==> src/rtl/wru_pkg.sv <==
package wru_pkg;
    localparam int DATA_W       = 32;
    localparam int OFS_PENDING  = 'h310;
    localparam int OFS_ENABLE   = 'h314;
    localparam int OFS_CLEAR    = 'h318;
    localparam int OFS_ROUTE    = 'h31C;
    localparam int EXT_SW_LSB   = 8;
    localparam int WAKE_LSB     = 16;
    localparam int WAKE_SW_LSB  = WAKE_LSB + EXT_SW_LSB;

    typedef enum logic [1:0] {
        ST_IDLE  = 2'd0,
        ST_WRITE = 2'd1,
        ST_READ  = 2'd2,
        ST_ACK   = 2'd3
    } port_state_t;

    function automatic logic [DATA_W-1:0] route_mask(input int nperi, input int nsw);
        logic [DATA_W-1:0] m;
        m = '0;
        for (int k = 0; k < nperi; k++) begin
            m[k]            = 1'b1;
            m[WAKE_LSB + k] = 1'b1;
        end
        for (int i = 0; i < nsw; i++) begin
            m[EXT_SW_LSB + i]  = 1'b1;
            m[WAKE_SW_LSB + i] = 1'b1;
        end
        return m;
    endfunction
endpackage

==> src/rtl/wru_port_fsm.sv <==
module wru_port_fsm
    import wru_pkg::*;
#(
    parameter int ADDR_W = 12
) (
    input  logic              clk,
    input  logic              rst_n,
    input  logic              req,
    input  logic              we,
    input  logic [ADDR_W-1:0] addr,
    input  logic [DATA_W-1:0] wdata,
    input  logic [DATA_W-1:0] rd_value,
    output logic [ADDR_W-1:0] acc_addr,
    output logic [DATA_W-1:0] acc_wdata,
    output logic              acc_wr,
    output logic [DATA_W-1:0] rdata,
    output logic              ack
);
    port_state_t state_q, state_d;

    always_ff @(posedge clk or negedge rst_n) begin
        if (!rst_n) begin
            state_q <= ST_IDLE;
        end else begin
            state_q <= state_d;
        end
    end

    always_comb begin
        state_d = state_q;
        unique case (state_q)
            ST_IDLE:  if (req) state_d = we ? ST_WRITE : ST_READ;
            ST_WRITE: state_d = ST_ACK;
            ST_READ:  state_d = ST_ACK;
            ST_ACK:   state_d = ST_IDLE;
        endcase
    end

    always_ff @(posedge clk or negedge rst_n) begin
        if (!rst_n) begin
            acc_addr  <= '0;
            acc_wdata <= '0;
            rdata     <= '0;
        end else begin
            if (state_q == ST_IDLE && req) begin
                acc_addr  <= addr;
                acc_wdata <= wdata;
            end
            if (state_q == ST_READ) begin
                rdata <= rd_value;
            end
        end
    end

    always_comb begin
        acc_wr = 1'b0;
        ack    = 1'b0;
        unique case (state_q)
            ST_IDLE:  ;
            ST_WRITE: acc_wr = 1'b1;
            ST_READ:  ;
            ST_ACK:   ack = 1'b1;
        endcase
    end

    assert_ack_single_R2: assert property (@(posedge clk) disable iff (!rst_n)
        ack |=> !ack);
    assert_write_then_ack_R2: assert property (@(posedge clk) disable iff (!rst_n)
        acc_wr |=> ack);
endmodule

==> src/rtl/wru_pending.sv <==
module wru_pending
    import wru_pkg::*;
#(
    parameter int NUM_SW = 4
) (
    input  logic              clk,
    input  logic              rst_n,
    input  logic [NUM_SW-1:0] sw_event,
    input  logic [NUM_SW-1:0] clr_bits,
    input  logic              en_wr,
    input  logic [NUM_SW-1:0] en_wdata,
    output logic [NUM_SW-1:0] pending_q,
    output logic [NUM_SW-1:0] enable_q
);
    always_ff @(posedge clk or negedge rst_n) begin
        if (!rst_n) begin
            enable_q <= '0;
        end else if (en_wr) begin
            enable_q <= en_wdata;
        end
    end

    for (genvar i = 0; i < NUM_SW; i++) begin : g_chan
        // the event term comes last so that it wins over a clear in the same cycle
        always_ff @(posedge clk or negedge rst_n) begin
            if (!rst_n) begin
                pending_q[i] <= 1'b0;
            end else begin
                pending_q[i] <= (pending_q[i] & ~clr_bits[i]) | sw_event[i];
            end
        end

        assert_sticky_R3: assert property (@(posedge clk) disable iff (!rst_n)
            (pending_q[i] && !clr_bits[i]) |=> pending_q[i]);
        assert_event_sets_R5: assert property (@(posedge clk) disable iff (!rst_n)
            sw_event[i] |=> pending_q[i]);
        assert_clear_works_R4: assert property (@(posedge clk) disable iff (!rst_n)
            (clr_bits[i] && !sw_event[i]) |=> !pending_q[i]);
    end
endmodule

==> src/rtl/wru_route.sv <==
module wru_route
    import wru_pkg::*;
#(
    parameter int NUM_SW   = 4,
    parameter int NUM_PERI = 3
) (
    input  logic                clk,
    input  logic                rst_n,
    input  logic                route_wr,
    input  logic [DATA_W-1:0]   route_wdata,
    input  logic [NUM_SW-1:0]   pending,
    input  logic [NUM_SW-1:0]   enable,
    input  logic [NUM_PERI-1:0] peri_level,
    output logic [DATA_W-1:0]   route_q,
    output logic                sw_irq,
    output logic [NUM_PERI-1:0] peri_irq,
    output logic                wake_req
);
    localparam logic [DATA_W-1:0] MASK = route_mask(NUM_PERI, NUM_SW);

    always_ff @(posedge clk or negedge rst_n) begin
        if (!rst_n) begin
            route_q <= '0;
        end else if (route_wr) begin
            route_q <= route_wdata & MASK;
        end
    end

    logic [NUM_SW-1:0] sw_ext_en, sw_wake_en;
    logic [NUM_PERI-1:0] peri_ext_en, peri_wake_en;
    assign sw_ext_en    = route_q[EXT_SW_LSB +: NUM_SW];
    assign sw_wake_en   = route_q[WAKE_SW_LSB +: NUM_SW];
    assign peri_ext_en  = route_q[0 +: NUM_PERI];
    assign peri_wake_en = route_q[WAKE_LSB +: NUM_PERI];

    always_comb begin
        sw_irq   = |(pending & enable & sw_ext_en);
        peri_irq = peri_level & peri_ext_en;
        wake_req = |(peri_level & peri_wake_en) | |(pending & sw_wake_en);
    end

    assert_irq_needs_enable_R6: assert property (@(posedge clk) disable iff (!rst_n)
        sw_irq |-> |(pending & enable));
    assert_wake_off_R8: assert property (@(posedge clk) disable iff (!rst_n)
        (route_q[DATA_W-1:WAKE_LSB] == '0) |-> !wake_req);
    for (genvar k = 0; k < NUM_PERI; k++) begin : g_peri
        assert_peri_gate_R7: assert property (@(posedge clk) disable iff (!rst_n)
            peri_irq[k] |-> peri_level[k]);
    end
endmodule

==> src/rtl/wake_route_unit.sv <==
module wake_route_unit
    import wru_pkg::*;
#(
    parameter int ADDR_W   = 12,
    parameter int NUM_SW   = 4,
    parameter int NUM_PERI = 3
) (
    input  logic                clk,
    input  logic                rst_n,
    input  logic                bus_req,
    input  logic                bus_we,
    input  logic [ADDR_W-1:0]   bus_addr,
    input  logic [31:0]         bus_wdata,
    output logic [31:0]         bus_rdata,
    output logic                bus_ack,
    input  logic [NUM_SW-1:0]   sw_event,
    input  logic [NUM_PERI-1:0] peri_level,
    output logic                sw_irq,
    output logic [NUM_PERI-1:0] peri_irq,
    output logic                wake_req
);
    logic [ADDR_W-1:0]  acc_addr;
    logic [DATA_W-1:0]  acc_wdata, rd_value, route_q;
    logic               acc_wr;
    logic [NUM_SW-1:0]  pending_q, enable_q, clr_bits;
    logic               hit_enable, hit_clear, hit_route, hit_pending;

    assign hit_pending = (acc_addr == ADDR_W'(OFS_PENDING));
    assign hit_enable  = (acc_addr == ADDR_W'(OFS_ENABLE));
    assign hit_clear   = (acc_addr == ADDR_W'(OFS_CLEAR));
    assign hit_route   = (acc_addr == ADDR_W'(OFS_ROUTE));
    assign clr_bits    = (acc_wr && hit_clear) ? acc_wdata[NUM_SW-1:0] : '0;

    always_comb begin
        rd_value = '0;
        if (hit_pending) rd_value[NUM_SW-1:0] = pending_q;
        if (hit_enable)  rd_value[NUM_SW-1:0] = enable_q;
        if (hit_route)   rd_value             = route_q;
    end

    wru_port_fsm #(.ADDR_W(ADDR_W)) u_port (
        .clk(clk), .rst_n(rst_n), .req(bus_req), .we(bus_we), .addr(bus_addr),
        .wdata(bus_wdata), .rd_value(rd_value), .acc_addr(acc_addr),
        .acc_wdata(acc_wdata), .acc_wr(acc_wr), .rdata(bus_rdata), .ack(bus_ack)
    );

    wru_pending #(.NUM_SW(NUM_SW)) u_pending (
        .clk(clk), .rst_n(rst_n), .sw_event(sw_event), .clr_bits(clr_bits),
        .en_wr(acc_wr && hit_enable), .en_wdata(acc_wdata[NUM_SW-1:0]),
        .pending_q(pending_q), .enable_q(enable_q)
    );

    wru_route #(.NUM_SW(NUM_SW), .NUM_PERI(NUM_PERI)) u_route (
        .clk(clk), .rst_n(rst_n), .route_wr(acc_wr && hit_route),
        .route_wdata(acc_wdata), .pending(pending_q), .enable(enable_q),
        .peri_level(peri_level), .route_q(route_q), .sw_irq(sw_irq),
        .peri_irq(peri_irq), .wake_req(wake_req)
    );

    assert_pending_readonly_R10: assert property (@(posedge clk) disable iff (!rst_n)
        (acc_wr && hit_pending && sw_event == '0) |=> $stable(pending_q));
endmodule

==> config.mk <==
export PLATFORM = sky130hd
export DESIGN_NAME = wake_route_unit
export DESIGN_NICKNAME = d
export VERILOG_FILES = /design/src/rtl/wru_pkg.sv /design/src/rtl/wru_port_fsm.sv /design/src/rtl/wru_pending.sv /design/src/rtl/wru_route.sv /design/src/rtl/wake_route_unit.sv
export SDC_FILE = /design/constraint.sdc
export NUM_CORES = 1
export LEC_CHECK = 0
export BUFFER_PORTS_ARGS = -buffer_cell sky130_fd_sc_hd__buf_2
export CAP_MARGIN = 15
export CORE_MARGIN = 1.5
export CORE_UTILIZATION = 54
export DETAILED_ROUTE_END_ITERATION = 12
export PLACE_DENSITY_LB_ADDON = 0.3
export SLEW_MARGIN = 20
export SYNTH_ARGS = -nofsm -noshare
export SYNTH_HDL_FRONTEND = slang
export SYNTH_SLANG_ARGS = --single-unit
==> constraint.sdc <==
create_clock -name clk -period 4.1 [get_ports clk]
set_input_delay 0.82 -clock clk [delete_from_list [all_inputs] [get_ports clk]]
set_output_delay 0.82 -clock clk [all_outputs]
set_load 0.02 [all_outputs]
# After elaboration in Yosys (flattened, before gate mapping)
# Cells that the tools add are included.
[totals]
regBits = 96
input_bits = 55
out_inout_bits = 38
word_cells = 54
[op_classes]
eq_ne = 8
muxes = 9
bitwise = 18
n_reduce_logical = 9
[ops]
columns = ["cell", "count"]
rows = [
  ["$eq 12x10->1 const B", 4],
  ["$mux 28", 1],
  ["$and 4x4->4", 3],
  ["$mux 4", 3],
  ["$reduce_or 4->1", 2],
  ["$and 3x3->3", 2],
  ["$pmux 2 s3", 1],
  ["$or 1x1->1", 5],
  ["$and 1x1->1", 4],
  ["$eq 2x2->1 const B", 2],
  ["$logic_and 1x1->1", 4],
  ["$mux 2", 2],
  ["$not 1->1", 4],
  ["$reduce_or 3->1", 1],
  ["$eq 2x1->1 const B", 1],
  ["$logic_not 2->1", 1],
  ["$mux 1", 2],
  ["$ne 2x2->1 const B", 1],
  ["$reduce_or 2->1", 1],
]

# Logic depth before layout (Yosys ltp)
[depth]
ltp_word = 7
depth_mapped = 6
mapped_depth_nobuf = 5

# Modules after synthesis
# A second synthesis with hierarchy kept.
[unflattened]
hier_cells = 327
area_unflattened_um2 = 4650.7
[modules_own_cells]
columns = ["module", "instances", "cells_each", "area_each_um2", "seq_area_each_um2"]
rows = [
  ["wru_port_fsm", 1, 177, 3203.1, 1951.9],
  ["wru_route", 1, 60, 734.5, 350.3],
  ["wake_route_unit", 1, 70, 422.9, 0.0],
  ["wru_pending", 1, 20, 290.3, 200.2],
]

# Worst setup path before layout
# No wires, ideal clock.
[synth_path]
path_kind = "input-to-output"
start = "input peri_level[2]"
end = "output wake_req"
arrival_time_ns = 1.355
required_time_ns = 3.280
setup_slack_ns = 1.925
path_stages = 2
n_path_buf = 0
cell_sequence = "a222oi_1 nand3_1"
[synth_between]
elab_chain_cells = 3
[synth_rtl]
columns = ["item", "line_no", "text"]
rows = [
  ["start: declaration", "wake_route_unit.sv:17", "input logic [NUM_PERI-1:0] peri_level,"],
  ["$and 3x3->3", "wru_route.sv:39", "wake_req = |(peri_level & peri_wake_en) | |(pending & sw_wake_en);"],
  ["$reduce_or 3->1", "wru_route.sv:39", ""],
  ["$or 1x1->1", "wru_route.sv:39", ""],
  ["end: declaration", "wake_route_unit.sv:20", "output logic wake_req"],
]
# No other way between the ends.

# Final worst setup path
# Same ends and word-level chain as after synthesis.

==> metrics.csv <==
stage;metric;value;unit
outcome;status;complete, no violations;
cells_and_area;FF+latch area;1652;sq um
place;post-DP HPWL;3866;um
power;Peak VDD IR;0.3509;mV
cts;clock root buffer;clkbuf_8;
setup_path;crit path launch type;input port;
cells_and_area;Final Core Density;65.63;%
setup_path;element type at the critical path end;output pin;
setup_path;flop-to-flop setup slack;1.99;ns
cells_and_area;area of the multi-input gates;1102;sq um
setup_path;RR Endpoint;u_route.route_q[1]$_DFFE_PN0P_;
synthesis;top_reg_cell synth;dfrtp_1;
detailed_routing;remaining antenna violation count;0;
cts;Clk Latency, worst-skew pair;0.34;ns
timing;Finish-stage setup viols;0;
place;RD Place Congestion;0.8708;
worst_hold_path;Hold Crit Class;reg2reg;
power;net switching power;0.5373;mW
detailed_routing;routed len/inst;15.31;um
timing;fin crit share;58.59;%
synthesis;average size of a mapped cell;13.59;sq um
setup_path;CP required;3.28;ns
detailed_routing;detailed-route DRC error count;0;
cts;post-CTS resize count;0;
cts;CTS Sinks;66;
setup_path;WP data arrival;1.58;ns
detailed_routing;Initial DRT Pass Iterations;4;
setup_path;reg2reg path depth;4;
place;I/O Buffers;58;
synthesis;post-synthesis cell count;212;
timing;Final Hold Fails;0;
worst_hold_path;end point of the worst hold path;u_pending.pending_q[3]$_DFF_PN0_;
timing;Final min period;2.402;ns
synthesis;Yosys reg bits;66;
setup_path;Worst R2R Start;u_port.acc_addr[5]$_DFFE_PN0P_;
cts;clk slew on worst S/H paths;0.07;ns
timing;total negative slack;0;ns
synthesis;unique cell type count in the Yosys netlist;29;
detailed_routing;drt via density;5.155;
floorplan;Initial Util;56.04;%
cts;CTS tree;yes;
synthesis;synthesized cell area;2880;sq um
power;Leakage;1.702;nW
power;Internal;1.356;mW
floorplan;Die Y;76.04;um
cells_and_area;share of cells above drive strength 1;45.88;%
global_route;first-pass GRT wire length;8845;um
power;clock power share;29.3;%
global_route;Overflow after GRT;0;
cts;TritonCTS Buffers;9;
cts;clock buffer depth;2;
worst_hold_path;hold path depth;1;
cells_and_area;Fillers;422;
synthesis;Synth warnings;0;
detailed_routing;DRT Wirelength;5342;um
timing;unrepaired setup endpoints after global routing;no;
floorplan;# IOs;93;
cts;CTS Hold Bufs;0;
synthesis;Area contributors post-synth;dfrtp_1, mux2_2, buf_4, a22o_1, ha_1;
timing;Final Max Slew Viols;0;
synthesis;number of flops mapped to enable cells by yosys;0;
synthesis;top cell type by total area after synthesis;dfrtp_1;
synthesis;post-synth top area share;57.34;%
global_route;vias in the first global route;1775;
cts;# Post-CTS Setup Buffers;0;
global_route;initial antenna violation count;0;
cts;CTS H-tree depth;3;
global_route;GRT Util Overall;20.24;%
timing;Rel. slew slack;45.60;%
floorplan;Die X;76.04;um
power;total power;1.894;mW
synthesis;Post-synth top cells;dfrtp_1, mux2_2, buf_4;
worst_hold_path;min-delay src;u_port.acc_wdata[3]$_DFFE_PN0P_;
cells_and_area;Layout Area Growth over Synthesis;17.12;%
synthesis;most common cell in the netlist;dfrtp_1;
power;switching share of power;28.37;%
timing;skew final;0.005772;ns
synthesis;sequential-to-total area share from yosys stat;57.34;%
power;Power Density;561.4;nW/um^2
floorplan;Row Count;26;
power;part of the power in registers;48.4;%
floorplan;Core Footprint;5140;sq um
detailed_routing;via count;1799;
global_route;largest net degree at the start of global routing;36;
timing;Worst Tran Pin Value;0.8130;ns
setup_path;CP Class;in2out;
cells_and_area;# diodes;0;
synthesis;ys async rst share;100.0;%
floorplan;die area;5781;sq um
timing;maximum clock rate;416.3;MHz
cells_and_area;nets;335;
detailed_routing;Iter 0 DRT Violations;139;
power;Combinational Power Share;22.3;%
job;Max Cap Viol;0;
setup_path;Critical Path Fanout Max;2;
[flip-flops by register name (all words and copies together) (netlist names)]
| register | flops |
|---|---|
| u_port.rdata | 15 |
| u_port.acc_wdata | 15 |
| u_route.route_q | 14 |
| u_pending.enable_q | 4 |
| u_pending.pending_q | 4 |
| u_port.acc_addr | 12 |
| u_port.state_q | 2 |
[worst max path at each step]
stage	startpoint	end	slack [ns]
finish	peri_level[2]	wake_req	1.70
global placement	peri_level[2]	wake_req	1.70
CTS	peri_level[2]	wake_req	1.70
floorplan	peri_level[2]	wake_req	1.93
global route	peri_level[2]	wake_req	1.63
detailed placement	peri_level[2]	wake_req	1.70
[critical path: stages]
cell and delay (ns):
buf_2 0.11, a222oi_1 0.34, nand3_1 0.13, buf_2 0.18
[cells by family after synthesis]
family / synth area share (%)
buffers and inverters: 6.559
adder cells (fa/ha/maj): 2.172
multiplexers: 19.50
flip-flops: 57.34
AO/OA/AOI/OAI: 7.167
other: 0.1302
AND/OR/NAND/NOR: 7.125
[cell type report]
class	instances	area share, %
Sequential cell	66	48.96
Multi-Input combinational cell	131	32.68
Timing Repair Buffer	59	8.828
Clock buffer	13	5.007
Tap cell	70	2.596
Clock inverter	2	1.039
Inverter	8	0.8902
[layer usage]
| metal | wire [um] | part of all wire [%] | up-vias | GRT usage (%) |
|---|---|---|---|---|
| met5 | 0 | 0 | - | 0 |
| met4 | 67 | 1.3 | 0 | 8.333 |
| met3 | 291 | 5.4 | 5 | 6.228 |
| met2 | 2537 | 47 | 65 | 31.44 |
| met1 | 2446 | 46 | 876 | 26.72 |
| li1 | - | - | 853 | - |
[power by group through the flow]
stage                     Combinational (mW)  Sequential (mW)  Clock (mW)
after floorplan                        0.366            0.880           0
after global placement                 0.408            0.918           0
after detailed placement               0.423            0.928           0
after CTS                              0.429            0.917       0.562
after global routing                   0.477            0.937       0.587
final                                  0.423            0.916       0.555
[stage by stage]
stage               area (sq um)  setup slack (ns)  cells  hold WS (ns)
finish                      3373             1.698    349        0.4845
floorplan                   2940             1.925    228        0.4372
CTS                         3371             1.699    349        0.4927
detailed placement          3167             1.703    334        0.4849
global placement            3167             1.704    334        0.4644
global route                3373             1.627    349        0.5191
[layout by cell type, fill, tap and decap left out, drive strengths merged]
cell    instances
ha              5
nor4b           1
and3            1
a22o           12
a22oi           2
and2            3
a222oi          1
and4bb          1
clkinv          1
conb           17
inv             8
nor2b           4
nand2           7
bufinv          1
dfrtp          66
o21ai           3
nor4            2
a221o           3
a31oi           5
mux2i           1
nand3           4
nor2            8
clkbuf         13
nand4b          1
mux2           49
nand4           1
buf            59
Note: power is estimated with default switching activity, not from simulation.
